$ cat src/rtl/usbh_pkg.sv
package usbh_pkg;
  localparam logic [3:0] PID_OUT   = 4'h1;
  localparam logic [3:0] PID_IN    = 4'h9;
  localparam logic [3:0] PID_SETUP = 4'hD;
  localparam logic [3:0] PID_NAK   = 4'hA;
  localparam logic [3:0] PID_STALL = 4'hE;
  localparam logic [3:0] PID_ERR   = 4'hF;

  localparam int BD_OWN = 15;
  localparam int BD_DTS = 14;

  typedef enum logic [2:0] {
    S_IDLE, S_FETCH, S_CHECK, S_ISSUE, S_WAIT, S_WBACK
  } seq_state_e;
endpackage

$ cat src/rtl/usbh_detach.sv
module usbh_detach #(
  parameter int CLK_MHZ = 250
) (
  input  logic clk,
  input  logic rst_n,
  input  logic se0,
  output logic det_pulse
);
  localparam int LIMIT = (CLK_MHZ * 5) / 2;
  localparam int DW    = $clog2(LIMIT + 1);

  logic [DW-1:0] cnt_q, cnt_d;
  logic          at_lim;

  assign at_lim = (cnt_q == LIMIT[DW-1:0]);

  always_comb begin
    if (!se0)        cnt_d = '0;
    else if (at_lim) cnt_d = cnt_q;
    else             cnt_d = cnt_q + 1'b1;
  end

  always_ff @(posedge clk or negedge rst_n)
    if (!rst_n) cnt_q <= '0;
    else        cnt_q <= cnt_d;

  assign det_pulse = se0 && at_lim;

  p_detach_needs_se0_r11: assert property (@(posedge clk) disable iff (!rst_n)
    det_pulse |-> $past(se0));
endmodule

$ cat src/rtl/usbh_seq.sv
module usbh_seq
  import usbh_pkg::*;
#(
  parameter int NUM_EP  = 16,
  parameter int TURN_TO = 64,
  parameter int EP_W    = $clog2(NUM_EP),
  parameter int IDX_W   = EP_W + 2
) (
  input  logic             clk,
  input  logic             rst_n,
  input  logic             tok_we,
  input  logic [7:0]       tok_wdata,
  input  logic             retry_dis,
  output logic             bd_req,
  output logic             bd_we,
  output logic [IDX_W-1:0] bd_idx,
  output logic [15:0]      bd_wdata,
  input  logic [15:0]      bd_rdata,
  output logic             pkt_start,
  output logic [3:0]       pkt_pid,
  output logic [EP_W-1:0]  pkt_ep,
  output logic             pkt_dts,
  output logic [9:0]       pkt_len,
  input  logic             pkt_done,
  input  logic [3:0]       pkt_result,
  output logic             done_pulse,
  output logic             stall_pulse
);
  localparam int TMO_W = $clog2(TURN_TO + 1);
  localparam logic [TMO_W-1:0] TMO_LAST = TMO_W'(TURN_TO - 1);

  seq_state_e          state_q, state_d;
  logic [3:0]          pid_q, pid_d;
  logic [EP_W-1:0]     ep_q, ep_d;
  logic [15:0]         stat_q, stat_d;
  logic [3:0]          res_q, res_d;
  logic [TMO_W-1:0]    tmo_q, tmo_d;
  logic [2*NUM_EP-1:0] pp_q, pp_d;
  logic                dir, tok_ok;
  logic [EP_W:0]       sel;

  assign tok_ok = tok_we && (state_q == S_IDLE) &&
                  (tok_wdata[7:4] == PID_IN || tok_wdata[7:4] == PID_OUT ||
                   tok_wdata[7:4] == PID_SETUP);
  assign dir    = (pid_q != PID_IN);
  assign sel    = {ep_q, dir};
  assign bd_idx = {ep_q, dir, pp_q[sel]};

  always_comb begin
    state_d = state_q; pid_d = pid_q; ep_d = ep_q; stat_d = stat_q;
    res_d = res_q; tmo_d = tmo_q; pp_d = pp_q;
    bd_req = 1'b0; bd_we = 1'b0; pkt_start = 1'b0;
    done_pulse = 1'b0; stall_pulse = 1'b0;
    case (state_q)
      S_IDLE: if (tok_ok) begin
        pid_d   = tok_wdata[7:4];
        ep_d    = tok_wdata[EP_W-1:0];
        state_d = S_FETCH;
      end
      S_FETCH: begin
        bd_req  = 1'b1;
        state_d = S_CHECK;
      end
      S_CHECK: begin
        stat_d  = bd_rdata;
        state_d = bd_rdata[BD_OWN] ? S_ISSUE : S_IDLE;
      end
      S_ISSUE: begin
        pkt_start = 1'b1;
        tmo_d     = '0;
        state_d   = S_WAIT;
      end
      S_WAIT: begin
        if (pkt_done) begin
          if (pkt_result == PID_NAK && !retry_dis) state_d = S_ISSUE;
          else begin
            res_d   = pkt_result;
            state_d = S_WBACK;
          end
        end else if (tmo_q == TMO_LAST) begin
          res_d   = PID_ERR;
          state_d = S_WBACK;
        end else begin
          tmo_d = tmo_q + 1'b1;
        end
      end
      S_WBACK: begin
        bd_we       = 1'b1;
        done_pulse  = 1'b1;
        stall_pulse = (res_q == PID_STALL);
        if (res_q != PID_NAK) pp_d[sel] = ~pp_q[sel];
        state_d     = S_IDLE;
      end
      default: state_d = S_IDLE;
    endcase
  end

  always_ff @(posedge clk or negedge rst_n)
    if (!rst_n) begin
      state_q <= S_IDLE;
      pid_q   <= '0;
      ep_q    <= '0;
      stat_q  <= '0;
      res_q   <= '0;
      tmo_q   <= '0;
      pp_q    <= '0;
    end else begin
      state_q <= state_d;
      pid_q   <= pid_d;
      ep_q    <= ep_d;
      stat_q  <= stat_d;
      res_q   <= res_d;
      tmo_q   <= tmo_d;
      pp_q    <= pp_d;
    end

  assign bd_wdata = {1'b0, stat_q[BD_DTS], res_q, stat_q[9:0]};
  assign pkt_pid  = pid_q;
  assign pkt_ep   = ep_q;
  assign pkt_dts  = stat_q[BD_DTS];
  assign pkt_len  = stat_q[9:0];

  p_wb_releases_r5: assert property (@(posedge clk) disable iff (!rst_n)
    bd_we |-> !bd_wdata[BD_OWN]);
  p_start_single_r1: assert property (@(posedge clk) disable iff (!rst_n)
    pkt_start |=> !pkt_start);
  p_start_owned_r3: assert property (@(posedge clk) disable iff (!rst_n)
    pkt_start |-> stat_q[BD_OWN]);
  p_tmo_bound_r10: assert property (@(posedge clk) disable iff (!rst_n)
    tmo_q < TMO_W'(TURN_TO));
endmodule

$ cat src/rtl/usbh_xact_top.sv
module usbh_xact_top #(
  parameter int NUM_EP  = 16,
  parameter int TURN_TO = 64,
  parameter int CLK_MHZ = 250,
  parameter int EP_W    = $clog2(NUM_EP),
  parameter int IDX_W   = EP_W + 2
) (
  input  logic             clk,
  input  logic             rst_n,
  input  logic             tok_we,
  input  logic [7:0]       tok_wdata,
  input  logic             addr_we,
  input  logic [6:0]       addr_wdata,
  output logic [6:0]       dev_addr,
  input  logic             ctl_we,
  input  logic [2:0]       ctl_wdata,
  input  logic             irq_clr_we,
  input  logic [2:0]       irq_clr,
  output logic [2:0]       irq_flags,
  output logic             bd_req,
  output logic             bd_we,
  output logic [IDX_W-1:0] bd_idx,
  output logic [15:0]      bd_wdata,
  input  logic [15:0]      bd_rdata,
  output logic             pkt_start,
  output logic [3:0]       pkt_pid,
  output logic [EP_W-1:0]  pkt_ep,
  output logic [6:0]       pkt_addr,
  output logic             pkt_ls,
  output logic             pkt_hs_exp,
  output logic             pkt_dts,
  output logic [9:0]       pkt_len,
  input  logic             pkt_done,
  input  logic [3:0]       pkt_result,
  input  logic             line_se0
);
  logic [6:0] addr_q, addr_d;
  logic [2:0] ctl_q, ctl_d;
  logic [2:0] flag_q, flag_d, flag_set;
  logic       done_pulse, stall_pulse, det_pulse;

  usbh_seq #(.NUM_EP(NUM_EP), .TURN_TO(TURN_TO), .EP_W(EP_W), .IDX_W(IDX_W)) u_seq (
    .clk, .rst_n, .tok_we, .tok_wdata, .retry_dis(ctl_q[1]),
    .bd_req, .bd_we, .bd_idx, .bd_wdata, .bd_rdata,
    .pkt_start, .pkt_pid, .pkt_ep, .pkt_dts, .pkt_len,
    .pkt_done, .pkt_result, .done_pulse, .stall_pulse
  );

  usbh_detach #(.CLK_MHZ(CLK_MHZ)) u_det (
    .clk, .rst_n, .se0(line_se0), .det_pulse
  );

  assign flag_set = {det_pulse, stall_pulse, done_pulse};

  always_comb begin
    addr_d = addr_we ? addr_wdata : addr_q;
    ctl_d  = ctl_we  ? ctl_wdata  : ctl_q;
    flag_d = (flag_q & ~(irq_clr_we ? irq_clr : 3'b000)) | flag_set;
  end

  always_ff @(posedge clk or negedge rst_n)
    if (!rst_n) begin
      addr_q <= '0;
      ctl_q  <= '0;
      flag_q <= '0;
    end else begin
      addr_q <= addr_d;
      ctl_q  <= ctl_d;
      flag_q <= flag_d;
    end

  assign dev_addr   = addr_q;
  assign pkt_addr   = addr_q;
  assign pkt_ls     = ctl_q[2];
  assign pkt_hs_exp = ctl_q[0];
  assign irq_flags  = flag_q;

  p_done_after_wb_r5: assert property (@(posedge clk) disable iff (!rst_n)
    $rose(irq_flags[0]) |-> $past(bd_we));
  p_stall_from_wb_r8: assert property (@(posedge clk) disable iff (!rst_n)
    $rose(irq_flags[1]) |-> $past(bd_we && bd_wdata[13:10] == 4'hE));
  p_flag_sticky_r12: assert property (@(posedge clk) disable iff (!rst_n)
    ($past(irq_flags[0]) && !$past(irq_clr_we)) |-> irq_flags[0]);
endmodule

$ cat config.mk
export PLATFORM = sky130hd
export DESIGN_NAME = usbh_xact_top
export DESIGN_NICKNAME = d
export VERILOG_FILES = /design/src/rtl/usbh_pkg.sv /design/src/rtl/usbh_detach.sv /design/src/rtl/usbh_seq.sv /design/src/rtl/usbh_xact_top.sv
export SDC_FILE = /design/constraint.sdc
export NUM_CORES = 1
export LEC_CHECK = 0
export ABC_AREA = 1
export CAP_MARGIN = 25
export CELL_PAD_IN_SITES_DETAIL_PLACEMENT = 1
export CELL_PAD_IN_SITES_GLOBAL_PLACEMENT = 2
export CORE_MARGIN = 2
export CORE_UTILIZATION = 29
export CTS_CLUSTER_SIZE = 10
export DETAILED_ROUTE_END_ITERATION = 12
export PLACE_DENSITY_LB_ADDON = 0.1
export SLEW_MARGIN = 40
export SYNTH_ARGS = -nofsm -noshare
export SYNTH_HDL_FRONTEND = slang
export SYNTH_HIERARCHICAL = 1
export SYNTH_SLANG_ARGS = --single-unit
$ cat constraint.sdc
create_clock -name clk -period 2 [get_ports clk]
set_input_delay 0.4 -clock clk [delete_from_list [all_inputs] [get_ports clk]]
set_output_delay 0.4 -clock clk [all_outputs]
set_load 0.05 [all_outputs]
==> key figures <==
Global routing
  – GR Util met3: 0.0361
  – First-pass GRT wire length: 23300 um
  – M1 GR Usage: 0.192
  – M2 GR Usage: 0.304
  – All-Layer GR Usage: 0.166
  – Initial antenna violation count: 0
  – Grt ovf: 0
  – GRT Max-Usage Layer: met2
  – Largest net degree at the start of global routing: 34
  – Vias in the first global route: 4630

Die
  – I/O Pins: 112
  – Row count: 47
  – Starting Density: 0.295
  – Core area: 16500 um^2
  – Die area: 17800 um^2
  – Die X: 134 um
  – Chip height: 134 um

Routing
  – Pre-Repair DR Iteration Count: 4
  – Post-DRT Antenna Nets: 0
  – Initial detailed-routing violation count: 189
  – Final WL: 14800 um
  – DRC viols: 0
  – Vias: 4367
  – Vias per cell: 4.48
  – Wire per inst: 15.1 um

Critical path
  – Critical path type: register to primary output
  – Data arrival time of the critical path: 1.95 ns
  – Crit path launch type: register
  – Worst setup path endpoint: bd_idx[0]
  – Critical Path Start: u_seq/pkt_pid[2]
  – Worst R2R Start: u_seq/pkt_pid[2]
  – R2R Setup Slk: 0.04 ns
  – CP Max Fanout: 5
  – R2R cell count: 14
  – Worst Setup End Kind: primary output
  – Reg2reg end: u_seq/pp_q[9]
  – CP Data Required Time: 1.60 ns

Final layout
  – Reg area: 2210 um^2
  – Number of diodes: 0
  – Fin nets: 802
  – Final Core Density: 0.422
  – Layout cells sized above 1: 0.234
  – Fill count: 1953
  – Area of the multi-input gates: 2160 um^2
  – Synthesis-to-finish area growth: 42.7%
  – Non-filler cells, final: 975

Timing
  – Fin crit share: 1.18
  – Rel. slew slack: 0.641
  – Max Transition Viols Final: 0
  – RSZ-0062 raised after global routing: yes
  – Slew @ Worst Pin: 0.537 ns
  – Hold_ws: 0.474 ns
  – Fin. Hold Viols: 0
  – Worst Clk Skew: 0.00751 ns
  – Crit path time final: 2.35 ns
  – Setup Viol. Count Final: 1
  – Final WS setup: -0.354 ns
  – FMAX: 425 MHz

Status
  – Violated checks: negative setup slack
  – Status: complete, but fails checks

Clock tree
  – Later-pin clock latency in the skew report: 0.35 ns
  – Clk root buf: clkbuf_16
  – CTS sink cnt: 88
  – TritonCTS clock tree: yes
  – CTS clk-pin slew, worst paths: 0.07 ns
  – Max Root-Sink Buffers: 2
  – H-tree levels: 3
  – Num CTS Buffers: 9

Power
  – Switch share: 0.485
  – VDD IR-drop max: 1.32 mV
  – Net Switching: 5.62 mW
  – Reg power frac: 0.226
  – Power per cell area: 1670 nW/um^2
  – Leak pwr: 3.47 nW
  – Combinational power share: 0.618
  – Power share of the clock group: 0.155
  – Internal power: 5.97 mW

Yosys
  – Mapped Area: 4860 um^2
  – Syn Inst Count: 629
  – Library cells used by synthesis: 32
  – Ys Warns: 6
  – Post-synthesis sequential area ratio: 0.453
  – Register bit total from synthesis: 88
  – Avg Inst Size Synth: 7.73 um^2
  – Syn Nets: 681

Place
  – GPL Wtd Cong: 0.813
  – Post-DP HPWL: 10400 um
  – Post-Place Setup Slack: 0.0191 ns
  – Inst Count DP: 942
  – PortBufs: 106

Job
  – Max-cap violations: 0

Worst hold path
  – Worst min path class: register to register
## power by group through the flow
stage | sequential, mW | clock [mW] | combinational (mW)
CTS | 2.64 | 1.88 | 6.10
global placement | 2.64 | 0 | 5.99
detailed placement | 2.67 | 0 | 6.08
global route | 2.70 | 1.93 | 7.61
floorplan | 3.50 | 0 | 3.27
finish | 2.62 | 1.80 | 7.16
## cells in the final DEF (no fill, tap or decap), types with 15 or more instances in the layout
master / n
clkdlybuf4s50_1: 73
nand2_2: 18
nand3_1: 30
nand3_2: 15
nor2_1: 32
nand2_1: 165
buf_4: 40
nor3_1: 23
dfrtp_1: 83
inv_1: 104
o21ai_0: 17
## kinds of logic after synthesis
logic type,count (synthesis),share of synthesized area
buf+inv,151,0.152
other cells,1,0.000771
flops,88,0.453
compound gates,31,0.0368
xor+xnor,7,0.0126
mux,11,0.0255
fa+ha+maj,3,0.00772
simple gates,337,0.312
## metal layers
metal	part of all wire	wire length [um]	vias to the layer above
li1	-	-	2149
met1	0.42	6260	2150
met2	0.53	7830	55
met3	0.032	478	13
met4	0.013	195	0
met5	0	0	-
## stage by stage
step                      power [mW]  instance area (um^2)  setup TNS [ns]
after floorplan                 6.77                  4880          -0.264
after global placement          8.63                  6150               0
after detailed placement        8.75                  6150               0
after CTS                       10.6                  6470          -0.373
after global routing            12.2                  6940           -1.44
final                           11.6                  6940          -0.354
## layout make-up
class	count	area share
repair buffers	149	0.225
multi-input cells	391	0.311
clock buffers	9	0.0324
flip-flops and latches	88	0.318
inverters	111	0.0617
clock inverters	7	0.0119
well taps	220	0.0397
## cells in the mapped netlist
library cell / number / area share
o21ai_2: 4 / 0.0072
a21oi_1: 8 / 0.0082
nand3b_1: 10 / 0.015
nor3_1: 33 / 0.034
ha_1: 3 / 0.0077
nand2_1: 177 / 0.14
nor2_4: 2 / 0.0046
and3b_1: 1 / 0.0018
nor2_1: 34 / 0.026
dfrtp_1: 88 / 0.45
xnor2_1: 1 / 0.0018
a22oi_1: 1 / 0.0015
clkbuf_8: 2 / 0.0057
inv_1: 110 / 0.085
o221a_2: 1 / 0.0023
nor2_2: 6 / 0.0077
nand2_2: 9 / 0.012
nand2_4: 1 / 0.0023
mux2_2: 11 / 0.025
buf_2: 2 / 0.0021
buf_6: 7 / 0.016
inv_2: 1 / 0.00077
clkbuf_1: 3 / 0.0023
conb_1: 1 / 0.00077
nand3_1: 44 / 0.045
xor2_1: 6 / 0.011
nand4_1: 4 / 0.0051
nand3_2: 1 / 0.0021
buf_4: 26 / 0.040
and3_1: 1 / 0.0013
o21ai_0: 17 / 0.017
or2_2: 14 / 0.018
## critical path, stage by stage (launching register included)
cell,delay [ns]
dfrtp_1,0.41
nor2_4,0.13
buf_12,0.14
nand2_8,0.08
clkbuf_16,0.17
nand2_4,0.05
nand3_2,0.06
nand3_2,0.09
nand2_2,0.08
nor2_4,0.12
nand2_4,0.06
clkinvlp_4,0.08
buf_12,0.13
## timing repair
| item | 4_1_cts | 5_1_grt |
|---|---|---|
| setup buffers | 0 | 13 |
| gates cloned | 0 | 5 |
| pin swaps | 0 | 20 |
| hold buffers | 1 | 0 |
| setup endpoints to repair | 3 | 47 |
| resized for setup | 3 | 83 |
| endpoints found under the hold margin | 25 | 0 |
## registers in the layout, summed over array words and instances (netlist names)
register	count
u_seq/res_q	4
dev_addr	7
u_seq/pp_q	32
u_seq/pkt_pid	4
u_det/cnt_q	10
u_seq/tmo_q	7
u_seq/pkt_ep	4
u_seq/stat_q	11
u_seq/state_q	3
irq_flags	3
ctl_q	3
## how the worst min path moves through the flow
stage | startpoint | to | slack, ns | cells past startpoint
after floorplan | rst_n | ctl_q[0] | 0.10 | 0
after global placement | rst_n | u_det/cnt_q[9] | 0.37 | 1
after detailed placement | rst_n | u_det/cnt_q[8] | 0.37 | 1
after CTS | u_seq/pp_q[0] | u_seq/pp_q[0] | 0.48 | 2
after global routing | u_seq/pp_q[0] | u_seq/pp_q[0] | 0.50 | 2
final | u_seq/pp_q[0] | u_seq/pp_q[0] | 0.47 | 2
No activity file was read; power rests on OpenSTA's default activity.
